==> src/rtl/wdog_pkg.sv <==
package wdog_pkg;
  localparam int SEL_W = 3;

  localparam logic [1:0] ADDR_CTRL = 2'd0;
  localparam logic [1:0] ADDR_CNT  = 2'd1;
  localparam logic [1:0] ADDR_RCTL = 2'd2;

  // control register field positions
  localparam int CTRL_RUN = 0;
  localparam int CTRL_WDM = 1;
  localparam int CTRL_SEL = 2;

  // reset control field positions
  localparam int RCTL_FLAG = 0;
  localparam int RCTL_REN  = 1;
  localparam int RCTL_TYPE = 2;

  // log2 of the division ratio for each clock select code
  function automatic int unsigned div_shift(input logic [SEL_W-1:0] sel);
    case (sel)
      3'd0:    return 0;
      3'd1:    return 6;
      3'd2:    return 7;
      3'd3:    return 8;
      3'd4:    return 9;
      3'd5:    return 10;
      3'd6:    return 12;
      default: return 14;
    endcase
  endfunction
endpackage

==> src/rtl/wdog_prescaler.sv <==
module wdog_prescaler
  import wdog_pkg::*;
#(
  parameter int PRE_W = 14
) (
  input  logic             clk,
  input  logic             rst_n,
  input  logic             clr,
  input  logic             run,
  input  logic [SEL_W-1:0] sel,
  output logic             tick
);
  logic [PRE_W-1:0] pre_q;
  logic [PRE_W-1:0] mask;

  always_comb begin
    mask = PRE_W'((32'd1 << div_shift(sel)) - 32'd1);
    tick = run && ((pre_q & mask) == mask);
  end

  always_ff @(posedge clk or negedge rst_n) begin
    if (!rst_n)            pre_q <= '0;
    else if (clr || !run)  pre_q <= '0;
    else                   pre_q <= pre_q + 1'b1;
  end
endmodule

==> src/rtl/wdog_pulse.sv <==
module wdog_pulse #(
  parameter int LEN = 64
) (
  input  logic clk,
  input  logic rst_n,
  input  logic clr,
  input  logic start,
  output logic active
);
  localparam int CW = $clog2(LEN + 1);
  logic [CW-1:0] left_q;

  always_ff @(posedge clk or negedge rst_n) begin
    if (!rst_n)              left_q <= '0;
    else if (clr)            left_q <= '0;
    else if (start)          left_q <= CW'(LEN);
    else if (left_q != '0)   left_q <= left_q - 1'b1;
  end

  assign active = (left_q != '0);
endmodule

==> src/rtl/wdog_regs.sv <==
module wdog_regs
  import wdog_pkg::*;
#(
  parameter int CNT_W  = 8,
  parameter int DATA_W = 8
) (
  input  logic              clk,
  input  logic              rst_n,
  input  logic              clr,
  input  logic              bus_wr,
  input  logic [1:0]        bus_addr,
  input  logic [DATA_W-1:0] bus_wdata,
  input  logic              tick,
  output logic              run_en,
  output logic              wd_mode,
  output logic [SEL_W-1:0]  clk_sel,
  output logic              rst_en,
  output logic              rst_type,
  output logic              ovf_flag,
  output logic [CNT_W-1:0]  count,
  output logic              ovf_evt,
  output logic [DATA_W-1:0] rdata
);
  logic wr_ctrl, wr_cnt, wr_rctl;

  always_comb begin
    wr_ctrl = bus_wr && (bus_addr == ADDR_CTRL);
    wr_cnt  = bus_wr && (bus_addr == ADDR_CNT);
    wr_rctl = bus_wr && (bus_addr == ADDR_RCTL);
    ovf_evt = tick && wd_mode && !wr_cnt && !clr && (count == '1);
  end

  always_ff @(posedge clk or negedge rst_n) begin
    if (!rst_n) begin
      run_en  <= 1'b0;
      wd_mode <= 1'b0;
      clk_sel <= '0;
    end else if (clr) begin
      run_en  <= 1'b0;
      wd_mode <= 1'b0;
      clk_sel <= '0;
    end else if (wr_ctrl) begin
      run_en  <= bus_wdata[CTRL_RUN];
      wd_mode <= bus_wdata[CTRL_WDM];
      clk_sel <= bus_wdata[CTRL_SEL +: SEL_W];
    end
  end

  always_ff @(posedge clk or negedge rst_n) begin
    if (!rst_n) begin
      rst_en   <= 1'b0;
      rst_type <= 1'b0;
    end else if (clr) begin
      rst_en   <= 1'b0;
      rst_type <= 1'b0;
    end else if (wr_rctl) begin
      rst_en   <= bus_wdata[RCTL_REN];
      rst_type <= bus_wdata[RCTL_TYPE];
    end
  end

  // sticky flag: set wins, software clears only with a 0
  always_ff @(posedge clk or negedge rst_n) begin
    if (!rst_n)                                ovf_flag <= 1'b0;
    else if (clr)                              ovf_flag <= 1'b0;
    else if (ovf_evt)                          ovf_flag <= 1'b1;
    else if (wr_rctl && !bus_wdata[RCTL_FLAG]) ovf_flag <= 1'b0;
  end

  always_ff @(posedge clk or negedge rst_n) begin
    if (!rst_n)      count <= '0;
    else if (clr)    count <= '0;
    else if (wr_cnt) count <= bus_wdata[CNT_W-1:0];
    else if (tick)   count <= count + 1'b1;
  end

  always_comb begin
    rdata = '0;
    case (bus_addr)
      ADDR_CTRL: begin
        rdata[CTRL_RUN]           = run_en;
        rdata[CTRL_WDM]           = wd_mode;
        rdata[CTRL_SEL +: SEL_W]  = clk_sel;
      end
      ADDR_CNT:  rdata[CNT_W-1:0] = count;
      ADDR_RCTL: begin
        rdata[RCTL_FLAG] = ovf_flag;
        rdata[RCTL_REN]  = rst_en;
        rdata[RCTL_TYPE] = rst_type;
      end
      default:   rdata = '0;
    endcase
  end
endmodule

==> src/rtl/wdog_core.sv <==
module wdog_core
  import wdog_pkg::*;
#(
  parameter int CNT_W   = 8,
  parameter int DATA_W  = 8,
  parameter int PRE_W   = 14,
  parameter int OVF_LEN = 64,
  parameter int RST_LEN = 128
) (
  input  logic              clk,
  input  logic              rst_n,
  input  logic              ext_rst_req,
  input  logic              bus_wr,
  input  logic [1:0]        bus_addr,
  input  logic [DATA_W-1:0] bus_wdata,
  output logic [DATA_W-1:0] bus_rdata,
  output logic              ovf_out_n,
  output logic              por_rst_out,
  output logic              man_rst_out
);
  localparam int NPULSE = 2;

  logic             run_en, wd_mode, rst_en, rst_type, ovf_flag, ovf_evt, tick;
  logic [SEL_W-1:0] clk_sel;
  logic [CNT_W-1:0] count;
  logic [NPULSE-1:0] pulse_start, pulse_act;
  logic             type_q;

  wdog_prescaler #(.PRE_W(PRE_W)) u_pre (
    .clk   (clk),
    .rst_n (rst_n),
    .clr   (ext_rst_req),
    .run   (run_en),
    .sel   (clk_sel),
    .tick  (tick)
  );

  wdog_regs #(.CNT_W(CNT_W), .DATA_W(DATA_W)) u_regs (
    .clk       (clk),
    .rst_n     (rst_n),
    .clr       (ext_rst_req),
    .bus_wr    (bus_wr),
    .bus_addr  (bus_addr),
    .bus_wdata (bus_wdata),
    .tick      (tick),
    .run_en    (run_en),
    .wd_mode   (wd_mode),
    .clk_sel   (clk_sel),
    .rst_en    (rst_en),
    .rst_type  (rst_type),
    .ovf_flag  (ovf_flag),
    .count     (count),
    .ovf_evt   (ovf_evt),
    .rdata     (bus_rdata)
  );

  // slot 0: external overflow pulse, slot 1: internal reset pulse
  assign pulse_start = {ovf_evt && rst_en, ovf_evt};

  for (genvar g = 0; g < NPULSE; g++) begin : g_pulse
    wdog_pulse #(.LEN(g == 0 ? OVF_LEN : RST_LEN)) u_pulse (
      .clk    (clk),
      .rst_n  (rst_n),
      .clr    (ext_rst_req),
      .start  (pulse_start[g]),
      .active (pulse_act[g])
    );
  end

  // reset type is frozen at the start of each internal pulse
  always_ff @(posedge clk or negedge rst_n) begin
    if (!rst_n)              type_q <= 1'b0;
    else if (ext_rst_req)    type_q <= 1'b0;
    else if (pulse_start[1]) type_q <= rst_type;
  end

  assign ovf_out_n   = !pulse_act[0];
  assign por_rst_out = pulse_act[1] && !type_q;
  assign man_rst_out = pulse_act[1] &&  type_q;
endmodule

==> config.mk <==
export PLATFORM = sky130hd
export DESIGN_NAME = wdog_core
export DESIGN_NICKNAME = d
export VERILOG_FILES = /design/src/rtl/wdog_pkg.sv /design/src/rtl/wdog_prescaler.sv /design/src/rtl/wdog_pulse.sv /design/src/rtl/wdog_regs.sv /design/src/rtl/wdog_core.sv
export SDC_FILE = /design/constraint.sdc
export NUM_CORES = 1
export LEC_CHECK = 0
export BUFFER_PORTS_ARGS = -buffer_cell sky130_fd_sc_hd__buf_4
export CAP_MARGIN = 15
export CORE_ASPECT_RATIO = 0.5
export CORE_MARGIN = 8
export CORE_UTILIZATION = 40
export CTS_CLUSTER_DIAMETER = 80
export CTS_CLUSTER_SIZE = 12
export DETAILED_ROUTE_END_ITERATION = 16
export PLACE_DENSITY = 0.64
export SYNTH_ARGS = -nofsm -noshare
export SYNTH_HDL_FRONTEND = slang
export SYNTH_HIERARCHICAL = 1
export SYNTH_SLANG_ARGS = --single-unit
==> constraint.sdc <==
create_clock -name clk -period 4.9 [get_ports clk]
set_input_delay 0.49 -clock clk [delete_from_list [all_inputs] [get_ports clk]]
set_output_delay 0.49 -clock clk [all_outputs]
set_load 0.005 [all_outputs]
==> results.sh <==
export IMPL_power_frac_comb_pct=31.0
export IMPL_grt_usage_pct=12.01
export IMPL_rsz0062_at_grt="false"
export IMPL_ioPinCount=25
export IMPL_antenna_found_initial=0
export IMPL_timing_rr_start="u_regs/clk_sel[0]$_DFFE_PN0P_"
export IMPL_status="completed"
export IMPL_max_freq_mhz=251.4
export IMPL_initial_core_util_pct=41.10
export IMPL_gr_total_overflow=0
export IMPL_dr_pass1_iters=4
export IMPL_crit_required_ns=5.06
export IMPL_power_frac_clock_pct=32.2
export IMPL_ctsHoldBuffers=0
export IMPL_via_per_inst=5.357
export IMPL_std_cell_rows=21
export IMPL_fin_crit_ns=3.978
export IMPL_ys_seq_area_share_pct=42.30
export IMPL_place_hpwl_mm=4.091
export IMPL_synth_top_family_by_area="simple AND/OR/NAND/NOR gates"
export IMPL_setup_slack_ns=0.9218
export IMPL_p_leak_nw=1.349
export IMPL_clock_path_buffers=2
export IMPL_yosys_area_share_xor_xnor_pct=5.149
export IMPL_period_share_pct=81.19
export IMPL_fin_nets=328
export IMPL_synth_fa_ha_area_share_pct=2.759
export IMPL_synth_top_area_share_pct=42.30
export IMPL_tightest_slew_ns=0.5903
export IMPL_io_buffers=24
export IMPL_rr_worst_depth=13
export IMPL_worstSetupPathType="reg -> reg"
export IMPL_cts_htree_levels=2
export IMPL_grt_pass1_wl_mm=9.798
export IMPL_met2_length_mm=2.847
export IMPL_drc=0
export IMPL_fill_cells=625
export IMPL_wl_met1_mm=2.773
export IMPL_async_flop_share_pct=100.0
export IMPL_clock_latency_ns=0.28
export IMPL_critPathMaxStageDelay_ns=0.56
export IMPL_skew_ns=0.007761
export IMPL_ys_flop_type="dfrtp_1"
export IMPL_arrival_ns=4.14
export IMPL_syn_avg_cell_area_um2=9.384
export IMPL_numCtsBuffers=5
export IMPL_yosys_area_top_type="dfrtp_1"
export IMPL_grt_max_degree=47
export IMPL_syn_nets=310
export IMPL_die_area_um2=9859
export IMPL_final_cell_area_um2=3149
export IMPL_synth_edf_count=0
export IMPL_synthMuxAreaShare_pct=5.333
export IMPL_crit_slowest_cell="or4b_1"
export IMPL_finalSetupViolCount=0
export IMPL_topRoutingLayerUsed="met4"
export IMPL_clk_pin_slew_ns=0.06
export IMPL_drt_antenna_violating_nets=0
export IMPL_switching_power_mw=0.4321
export IMPL_setup_tns_ns=0
export IMPL_cts_setup_buffers=0
export IMPL_routed_wl_mm=5.791
export IMPL_critPathLaunchType="flop"
export IMPL_synth_seq_cells=46
export IMPL_endpoint_kind="flop"
export IMPL_cts_tree="done"
export IMPL_wl_per_cell_um=14.44
export IMPL_rrSetupSlack_ns=0.92
export IMPL_reg2reg_to="g_pulse[1].u_pulse/left_q[5]$_DFFE_PN0P_"
export IMPL_yosysMostFrequentCell="dfrtp_1"
export IMPL_ys_warn_count=6
export IMPL_crit_chain="or3_4, ha_1, a21boi_0, mux2_4, a211oi_2, o311a_1, nand2_1, or4b_1, nor2_1, and2_1, nor2_1, o211ai_1, o41ai_1"
export IMPL_p_sw_share_pct=31.40
export IMPL_cts_sinks=46
export IMPL_vias=2148
export IMPL_ys_top_cells_by_count="dfrtp_1, nor2_1, inv_1"
export IMPL_slew_viol_final=0
export IMPL_yosysUniqueCellTypes=59
export IMPL_crit_path_max_fanout=9
export IMPL_hold_violations=0
export IMPL_dp_slack_ns=1.004
export IMPL_n_antenna_cell=0
export IMPL_fp_dieW_um=132.7
export IMPL_p_per_area_nw_per_um2=436.9
export IMPL_grt_pass1_vias=2111
export IMPL_cp_common_cell="nor2_1"
export IMPL_drive_gt1_share_pct=16.50
export IMPL_pwr_share_seq_pct=36.8
export IMPL_placed_cell_area_um2=2950
export IMPL_power_mw=1.376
export IMPL_gp_congestion=0.8620
export IMPL_maxCapViolCount=0
export IMPL_wl_met3_um=122
export IMPL_p_int_mw=0.9439
export IMPL_critPathLaunch="u_regs/clk_sel[0]$_DFFE_PN0P_"
export IMPL_synth_simple_gate_area_share_pct=24.92
export IMPL_irDropWorstVdd_uv=164.2
export IMPL_syn_inst=290
export IMPL_core_region_area_um2=6621
export IMPL_max_slew_margin_rel_pct=60.48
export IMPL_synth_compound_area_share_pct=14.62
export IMPL_ctsResizeCount=0
export IMPL_synth_area_leaders="dfrtp_1, mux2i_1, nor2_1"
export IMPL_root_buffer="clkbuf_16"
export IMPL_hp_class="in -> async"
export IMPL_area_growth_pct=15.72
export IMPL_chipHeight_um=74.33
export IMPL_dr_first_iter_drc_count=227
export IMPL_netlist_area_um2=2721
export IMPL_whs_ns=0.1890
[worst max-delay path by stage]
| stage | endpoint | slack, ns | cells past startpoint |
|---|---|---|---|
| 3_3_place_gp | g_pulse[1].u_pulse/left_q[5]$_DFFE_PN0P_ | 1.17 | 13 |
| 3_5_place_dp | g_pulse[1].u_pulse/left_q[5]$_DFFE_PN0P_ | 1.00 | 13 |
| 4_1_cts | g_pulse[1].u_pulse/left_q[5]$_DFFE_PN0P_ | 0.95 | 13 |
| 6_report | g_pulse[1].u_pulse/left_q[5]$_DFFE_PN0P_ | 0.92 | 13 |
| 5_1_grt | g_pulse[1].u_pulse/left_q[4]$_DFFE_PN0P_ | 0.59 | 13 |
| 2_1_floorplan | g_pulse[1].u_pulse/left_q[5]$_DFFE_PN0P_ | 1.46 | 14 |
[layer usage]
layer	track usage, %	up-vias
met5	0	-
met4	3.741	0
met2	21.06	20
met3	2.224	4
li1	-	1070
met1	14.97	1054
[placed cells by master, fill, tap and decap left out, types with 9 or more instances in the layout]
| cell | Yosys | layout |
|---|---|---|
| dfrtp_1 | 46 | 46 |
| nor2_1 | 34 | 34 |
| buf_4 | 3 | 24 |
| inv_1 | 17 | 17 |
| o21ai_0 | 13 | 13 |
| mux2i_1 | 13 | 13 |
| nand2_1 | 12 | 12 |
| xor2_1 | 12 | 12 |
| nor3_1 | 9 | 9 |
| a21oi_1 | 9 | 9 |
| nand4_1 | 9 | 9 |
[critical path: cells and delay by family, from the launching register on]
kind | cells | cell delay (ns)
AO/OA/AOI/OAI | 5 | 0.92
adder cells (fa/ha/maj) | 1 | 0.32
flip-flops | 1 | 0.47
multiplexers | 1 | 0.29
AND/OR/NAND/NOR | 6 | 1.87
[final cells by class]
| type | count | area, um2 | area share (%) |
|---|---|---|---|
| multi-input combinational | 214 | 1440 | 45.73 |
| sequential | 46 | 1151 | 36.55 |
| timing repair buffer | 24 | 180.2 | 5.721 |
| clock buffer | 6 | 138.9 | 4.410 |
| tap | 92 | 115.1 | 3.655 |
| inverter | 17 | 63.81 | 2.026 |
| clock inverter | 2 | 60.06 | 1.907 |
[cells by family (layout without fill, tap and decap cells)]
group	Yosys count	in the layout
flops	46	46
simple gates	120	120
buf+inv	30	49
other cells	1	1
compound gates	57	57
mux	14	14
xor+xnor	16	16
fa+ha+maj	6	6
[through the flow]
stage                     cells  utilization [%]
after floorplan             290                -
after global placement      393            44.56
after detailed placement    393            44.56
after CTS                   401            47.56
after global routing        401            47.56
final                       401            47.56
[power by group through the flow]
stage	combinational (mW)	sequential (mW)	clock [mW]
after floorplan	0.342	0.493	0
after global placement	0.413	0.507	0
after detailed placement	0.426	0.512	0
after CTS	0.431	0.505	0.451
after global routing	0.483	0.518	0.463
final	0.426	0.506	0.444
[registers in the layout, indices dropped and copies added (netlist names)]
register	cells
u_regs/rst_en	1
u_regs/run_en	1
u_regs/count	8
u_regs/rst_type	1
u_regs/clk_sel	3
u_regs/wd_mode	1
u_regs/ovf_flag	1
type_q	1
g_pulse.u_pulse/left_q	15
u_pre/pre_q	14
Power figures use the tool's default switching activity.
